===== config.mk =====
export PLATFORM = sky130hd
export DESIGN_NAME = dbg_brk_inject
export DESIGN_NICKNAME = d
export VERILOG_FILES = /design/src/rtl/dbg_brk_pkg.sv /design/src/rtl/brk_pend_latch.sv /design/src/rtl/brk_seq_fsm.sv /design/src/rtl/brk_vec_gen.sv /design/src/rtl/dbg_brk_inject.sv
export SDC_FILE = /design/constraint.sdc
export NUM_CORES = 1
export LEC_CHECK = 0
export BUFFER_PORTS_ARGS = -buffer_cell sky130_fd_sc_hd__clkbuf_2
export CAP_MARGIN = 30
export CORE_AREA = 2 2 39 41
export CTS_BUF_LIST = sky130_fd_sc_hd__clkbuf_16
export CTS_CLUSTER_DIAMETER = 40
export CTS_CLUSTER_SIZE = 14
export DETAILED_ROUTE_END_ITERATION = 16
export DIE_AREA = 0 0 41 43
export GPL_TIMING_DRIVEN = 0
export PLACE_DENSITY_LB_ADDON = 0.1
export SLEW_MARGIN = 20
export SYNTH_ARGS = -nofsm -noshare
export SYNTH_HDL_FRONTEND = slang
export SYNTH_SLANG_ARGS = --single-unit

===== constraint.sdc =====
create_clock -name clk -period 2.1 [get_ports clk]
set_clock_uncertainty 0.2 [all_clocks]
set_input_delay 0.525 -clock clk [delete_from_list [all_inputs] [get_ports clk]]
set_output_delay 0.525 -clock clk [all_outputs]
set_load 0.01 [all_outputs]

===== src/rtl/dbg_brk_pkg.sv =====
package dbg_brk_pkg;
  // Sequencer phases: idle, opcode override, vector high, vector low, service
  typedef enum logic [2:0] {
    ST_IDLE  = 3'd0,
    ST_FORCE = 3'd1,
    ST_VHI   = 3'd2,
    ST_VLO   = 3'd3,
    ST_SVC   = 3'd4
  } brk_st_e;
endpackage


===== src/rtl/brk_pend_latch.sv =====
module brk_pend_latch (
  input  logic clk,
  input  logic rst_n,
  input  logic match_i,
  input  logic idle_i,
  input  logic take_i,
  output logic hit_o
);
  logic pend_q;

  // A match counts only while idle; a match during service is dropped
  assign hit_o = idle_i && (pend_q || match_i);

  always_ff @(posedge clk or negedge rst_n) begin
    if (!rst_n)      pend_q <= 1'b0;
    else if (take_i) pend_q <= 1'b0;
    else if (hit_o)  pend_q <= 1'b1;
  end
endmodule


===== src/rtl/brk_seq_fsm.sv =====
module brk_seq_fsm
  import dbg_brk_pkg::*;
(
  input  logic    clk,
  input  logic    rst_n,
  input  logic    hit_i,
  input  logic    last_i,
  input  logic    rti_i,
  input  logic    req_i,
  output logic    take_o,
  output brk_st_e st_o
);
  brk_st_e st_q, st_d;

  assign take_o = (st_q == ST_IDLE) && hit_i && last_i;
  assign st_o   = st_q;

  always_comb begin
    st_d = st_q;
    case (st_q)
      ST_IDLE:  if (take_o) st_d = ST_FORCE;
      ST_FORCE: st_d = ST_VHI;
      ST_VHI:   st_d = ST_VLO;
      ST_VLO:   st_d = ST_SVC;
      ST_SVC:   if (rti_i && !req_i) st_d = ST_IDLE;
      default:  st_d = ST_IDLE;
    endcase
  end

  always_ff @(posedge clk or negedge rst_n) begin
    if (!rst_n) st_q <= ST_IDLE;
    else        st_q <= st_d;
  end
endmodule


===== src/rtl/brk_vec_gen.sv =====
module brk_vec_gen
  import dbg_brk_pkg::*;
#(
  parameter int          OP_W     = 8,
  parameter int          ADDR_W   = 16,
  parameter logic [OP_W-1:0]   SWI_OP   = 8'h83,
  parameter logic [ADDR_W-1:0] VEC_NORM = 16'hFFFC,
  parameter logic [ADDR_W-1:0] VEC_MON  = 16'hFEFC
) (
  input  logic              clk,
  input  logic              rst_n,
  input  logic              take_i,
  input  logic              mon_i,
  input  brk_st_e           st_i,
  output logic              force_o,
  output logic [OP_W-1:0]   code_o,
  output logic              vvalid_o,
  output logic [ADDR_W-1:0] vaddr_o
);
  localparam logic [ADDR_W-1:0] LO_OFS = ADDR_W'(1);

  logic              mon_q;
  logic [ADDR_W-1:0] base;

  // Vector page is fixed at the boundary that starts the break
  always_ff @(posedge clk or negedge rst_n) begin
    if (!rst_n)      mon_q <= 1'b0;
    else if (take_i) mon_q <= mon_i;
  end

  assign base     = mon_q ? VEC_MON : VEC_NORM;
  assign force_o  = (st_i == ST_FORCE);
  assign code_o   = force_o ? SWI_OP : '0;
  assign vvalid_o = (st_i == ST_VHI) || (st_i == ST_VLO);

  always_comb begin
    case (st_i)
      ST_VHI:  vaddr_o = base;
      ST_VLO:  vaddr_o = base + LO_OFS;
      default: vaddr_o = '0;
    endcase
  end
endmodule


===== src/rtl/dbg_brk_inject.sv =====
module dbg_brk_inject
  import dbg_brk_pkg::*;
#(
  parameter int          OP_W     = 8,
  parameter int          ADDR_W   = 16,
  parameter logic [OP_W-1:0]   SWI_OP   = 8'h83,
  parameter logic [ADDR_W-1:0] VEC_NORM = 16'hFFFC,
  parameter logic [ADDR_W-1:0] VEC_MON  = 16'hFEFC
) (
  input  logic              clk,
  input  logic              rst_n,
  input  logic              addr_match_i,
  input  logic              instr_last_i,
  input  logic              monitor_i,
  input  logic              rti_done_i,
  input  logic              brk_req_i,
  output logic              op_force_o,
  output logic [OP_W-1:0]   op_code_o,
  output logic              vec_valid_o,
  output logic [ADDR_W-1:0] vec_addr_o,
  output logic              in_service_o
);
  logic    hit, take;
  brk_st_e st;

  brk_pend_latch u_pend (
    .clk     (clk),
    .rst_n   (rst_n),
    .match_i (addr_match_i),
    .idle_i  (st == ST_IDLE),
    .take_i  (take),
    .hit_o   (hit)
  );

  brk_seq_fsm u_fsm (
    .clk    (clk),
    .rst_n  (rst_n),
    .hit_i  (hit),
    .last_i (instr_last_i),
    .rti_i  (rti_done_i),
    .req_i  (brk_req_i),
    .take_o (take),
    .st_o   (st)
  );

  brk_vec_gen #(
    .OP_W(OP_W), .ADDR_W(ADDR_W), .SWI_OP(SWI_OP),
    .VEC_NORM(VEC_NORM), .VEC_MON(VEC_MON)
  ) u_vec (
    .clk      (clk),
    .rst_n    (rst_n),
    .take_i   (take),
    .mon_i    (monitor_i),
    .st_i     (st),
    .force_o  (op_force_o),
    .code_o   (op_code_o),
    .vvalid_o (vec_valid_o),
    .vaddr_o  (vec_addr_o)
  );

  assign in_service_o = (st != ST_IDLE);
endmodule


# Yosys cells after proc, flatten, opt, wreduce, memory -nomap -nowiden
# Index checks and enable logic that the tools add are counted.
[totals]
ff_bits = 5
inputBits = 7
output_inout_bits = 27
[op_classes]
add_sub_neg = 1
eq_ne = 6
mux = 8
n_reduce_logical = 11
[ops]
columns = ["op", "count"]
rows = [
  ["one-hot mux 16 bit (2 select lines)", 1],
  ["adder 16 x 1 -> 16 bit, second input constant", 1],
  ["one-hot mux 3 bit (5 select lines)", 1],
  ["two-way mux 9 bit", 1],
  ["two-way mux 8 bit", 1],
  ["equality test 3 x 2 -> 1 bit, second input constant", 2],
  ["two-way mux 3 bit", 2],
  ["logical AND 1 bit", 4],
  ["equality test 3 x 1 -> 1 bit, second input constant", 1],
  ["equality test 3 bit, second input constant", 1],
  ["zero test 3 bit", 1],
  ["nonzero test 3 bit", 1],
  ["logical OR 1 bit", 2],
  ["two-way mux 1 bit", 2],
  ["!= test 2 x 1 -> 1 bit, second input constant", 1],
  ["!= test 2 bit, second input constant", 1],
  ["AND reduction 2 bit", 1],
  ["nonzero test 2 bit", 1],
  ["zero test 1 bit", 1],
]

# Longest topological paths before layout
[depth]
depth_word = 6
ltp_mapped = 4

# Cells and area by module
# A second synthesis with hierarchy kept.
[unflattened]
hier_cells = 48
hier_area_um2 = 424.2
[modules_own_cells]
columns = ["mod", "instances", "cells_per_inst", "area_each_um2", "seq_area_each_um2"]
rows = [
  ["brk_vec_gen", 1, 29, 239.0, 25.0],
  ["brk_seq_fsm", 1, 13, 132.6, 75.1],
  ["brk_pend_latch", 1, 4, 41.3, 25.0],
  ["dbg_brk_inject", 1, 2, 11.3, 0.0],
]

# Worst setup path before layout
# Ideal clock, no wire load.
[synth_timing]
path_kind = "register to output"
start = "register u_fsm.st_q[2], in the netlist u_fsm.st_o[2]"
end = "output op_code_o[0]"
arrival_time_ns = 1.200
required_time_ns = 1.375
path_slack_ns = 0.175
stages_incl_launch_ff = 4
path_cell_list = "dfrtp_1 buf_6 nor3b_1 buf_4"
[synth_via]
elab_chain_len = 2
[synth_lines]
columns = ["item", "line_no", "text"]
rows = [
  ["from (decl)", "brk_seq_fsm.sv:13", "brk_st_e st_q, st_d;"],
  ["from (signal assigned)", "brk_seq_fsm.sv:32", "else st_q <= st_d;"],
  ["equality test 3 x 1 -> 1 bit", "brk_vec_gen.sv:32", "assign force_o = (st_i == ST_FORCE);"],
  ["via op_force_o", "dbg_brk_inject.sv:17", "output logic op_force_o,"],
  ["two-way mux 8 bit", "brk_vec_gen.sv:33", "assign code_o = force_o ? SWI_OP : '0;"],
  ["to (decl)", "dbg_brk_inject.sv:18", "output logic [OP_W-1:0] op_code_o,"],
]
# The timed path passes the listed nets, and every way through them passes these cells.

# Worst setup path after layout
[layout_timing]
start = "register u_fsm.st_q[1], in the netlist u_fsm.st_o[1]"
end = "output vec_addr_o[0]"
[layout_via]
elab_chain_len = 2
elab_cells_between_ends = 3
classes_between = "eq/ne (2); mux (1)"
[layout_lines]
columns = ["item", "line_no", "text"]
rows = [
  ["equality test 3 x 2 -> 1 bit", "brk_vec_gen.sv:37", "case (st_i)"],
  ["one-hot mux 16 bit (2 select lines) *", "brk_vec_gen.sv:37", ""],
  ["to (decl)", "dbg_brk_inject.sv:20", "output logic [ADDR_W-1:0] vec_addr_o,"],
]
# Every way passes the cells marked *; elsewhere a longest branch is shown, timed or not.

==> impl_results.md <==
- GRT Overall Usage: 0.103
- Placed Cells incl. Taps: 97
- Worst r2r src: u_fsm.st_o[0]$_DFFE_PN0P_
- Top-level I/O count: 34
- P_int: 883 µW
- Number of synthesized register bits: 5
- Worst VDD drop: 0.000879 V
- Yosys top cell area share: 0.385
- Outcome: complete, no violations
- Worst-skew pair later-pin latency: 0.23 ns
- Fmax: 497 MHz
- Core area: 0.00138 mm²
- Worst r2r dst: u_vec.mon_q$_DFFE_PN0P_
- H-tree levels: 1
- Worst-path maximum fanout: 7
- Filler-free cell count of the finished design: 104
- CTS tree: built
- Pin count of the biggest net entering global routing: 11
- Clock sink count: 5
- Setup_tns: 0 ns
- Die height: 43 µm
- Worst Setup EP: vec_addr_o[0]
- DRC viols: 0
- R2r setup slk: 0.66 ns
- Ys Warns: 0
- Cell Pwr Density: 1780 mW/mm²
- Die W: 41 µm
- Unrepaired setup endpoints after global routing: no
- Commonest non-fill, non-tap cell in the layout: clkbuf_2
- Maximum Capacitance Violations: 0
- Syn Inst Count: 49
- Ant. Diodes: 0
- Vias in the first global route: 302
- First-pass DRT Iterations: 1
- Wire per inst: 7.64 µm
- Initial antenna violation count: 0
- Starting density of the core: 0.324
- Synth Flop Type: dfrtp_1
- Final hold violations: 0
- Worst Path Required: 1.37 ns
- Layout cells sized above 1: 0.716
- Hold slack: 0.282 ns
- Crit path launch type: register
- Commonest non-fill, non-tap cells in the layout: clkbuf_2 (27), buf_4 (24), conb_1 (6), dfrtp_1 (5)
- Number of port buffers: 27
- Arrival time worst endpoint: 1.29 ns
- Final worst-path cycle share: 0.957
- Sw Ratio: 0.340
- EDFF count, synth: 0
- R2R cell count: 2
- Site row count: 14
- Clock buffer depth: 2
- DP HPWL: 632 µm
- Min cycle time layout: 2.01 ns
- Netlist Area Pre-Place: 448 µm²
- Ys async rst share: 1.00
- Fillers: 132
- NetSw: 455 µW
- Synthesis-to-layout area growth: 67.9%
- First-pass GRT wire length: 1.19 mm
- Initial DRC count: 0
- Clock power frac: 0.229
- Logic gate share of total power: 0.640
- Synth area leader: buf_4
- Hold Crit Class: reg -> reg
- Clock transition at path regs: 0.03 ns
- Reg power frac: 0.131
- Final ANT Viol Nets: 0
- Total CTS buffers: 3
- Root buffer cell: clkbuf_16
- Via/cell ratio: 3.67
- Routed WL: 795 µm
- Setup CP Type: reg -> out
- First element of the critical path: u_fsm.st_o[1]$_DFFE_PN0P_
- Final #Nets: 96
- Pleak: 0.439 nW
- Routability Congestion: 0.631
- Vias: 382
- Total grt overflow: 0
- Die area: 0.00176 mm²
- Synth cell types: 20
- Avg Cell Area, Syn: 9.14 µm²
- Synth area leaders: buf_4 (39%), dfrtp_1 (28%), nor2b_4 (3.1%), nor4_2 (2.8%), buf_6 (2.5%)
- Worst setup EP type: output pin
- # setup viols final: 0
- Slew Limit Fails: 0
- Register area share after synthesis: 0.279
-- state kept, by name, summed over array words and instances (netlist names) --
register / count
u_fsm.st_o: 3
u_pend.pend_q: 1
u_vec.mon_q: 1
-- repair_timing --
action                                 in CTS  in global routing
resized for setup                           1                  2
setup endpoints to repair                   4                  9
buffers inserted                            2                  0
endpoints found under the hold margin       5                  0
hold buffers                                1                  0
-- power groups by stage --
stage / Clock, mW / Combinational, mW / Sequential (mW)
after detailed placement: 0 / 0.784 / 0.176
after floorplan: 0 / 0.559 / 0.169
after CTS: 0.314 / 0.852 / 0.176
after global routing: 0.316 / 0.948 / 0.184
after global placement: 0 / 0.780 / 0.176
final: 0.306 / 0.857 / 0.176
-- routing by layer --
metal	GRT usage	up-vias	part of all wire
met2	0.153	22	0.48
met5	0	-	0
li1	-	204	-
met1	0.115	156	0.42
met4	0.0800	0	0
met3	0.0314	0	0.10
-- through the flow --
step                      power [mW]  cell area, µm²   util  setup WS (ns)
after global placement         0.956             622  0.449          0.146
after detailed placement       0.960             622  0.449          0.130
after floorplan                0.727             467      -          0.175
after CTS                       1.34             743  0.537         0.0584
final                           1.34             752  0.543         0.0896
after global routing            1.45             752  0.543        0.00203
-- cell families after synthesis --
family	after synthesis	synth area share
buffers and inverters	27	0.439
AND/OR/NAND/NOR	9	0.159
AO/OA/AOI/OAI	5	0.0698
flip-flops	5	0.279
XOR/XNOR	1	0.0196
multiplexers	1	0.0251
other	1	0.00837
-- synth_stat cells, drive strengths merged (2+ instances only) --
cell   number
a21oi       2
buf        25
dfrtp       5
inv         2
nor2        2
nor3        2
-- layout make-up --
class                           count  area [µm²]  share of cell area
Buffer                             25         191               0.255
Clock buffer                        3        75.1              0.0998
Clock inverter                      1        3.75             0.00499
Inverter                            2        7.51             0.00998
Multi-Input combinational cell     22         156               0.208
Sequential cell                     5         125               0.166
Tap cell                           16        20.0              0.0266
Timing Repair Buffer               30         173               0.230
-- worst min-delay path by stage --
stage / to / slack, ns / from / cells after the start
CTS: u_pend.pend_q$_DFFE_PN0P_ / 0.29 / instr_last_i / 2
global route: u_pend.pend_q$_DFFE_PN0P_ / 0.31 / instr_last_i / 2
detailed placement: u_fsm.st_o[1]$_DFFE_PN0P_ / 0.15 / rst_n / 1
floorplan: u_fsm.st_o[0]$_DFFE_PN0P_ / 0.03 / rst_n / 0
global placement: u_fsm.st_o[1]$_DFFE_PN0P_ / 0.15 / rst_n / 1
finish: u_vec.mon_q$_DFFE_PN0P_ / 0.28 / u_vec.mon_q$_DFFE_PN0P_ / 1
-- critical path, stage by stage (launching register included) --
cell and delay [ns]:
dfrtp_1 0.31, clkbuf_4 0.19, nor2b_4 0.20, and2_4 0.16, buf_4 0.09, clkbuf_2 0.11
No activity file was read; power rests on OpenSTA's default activity.
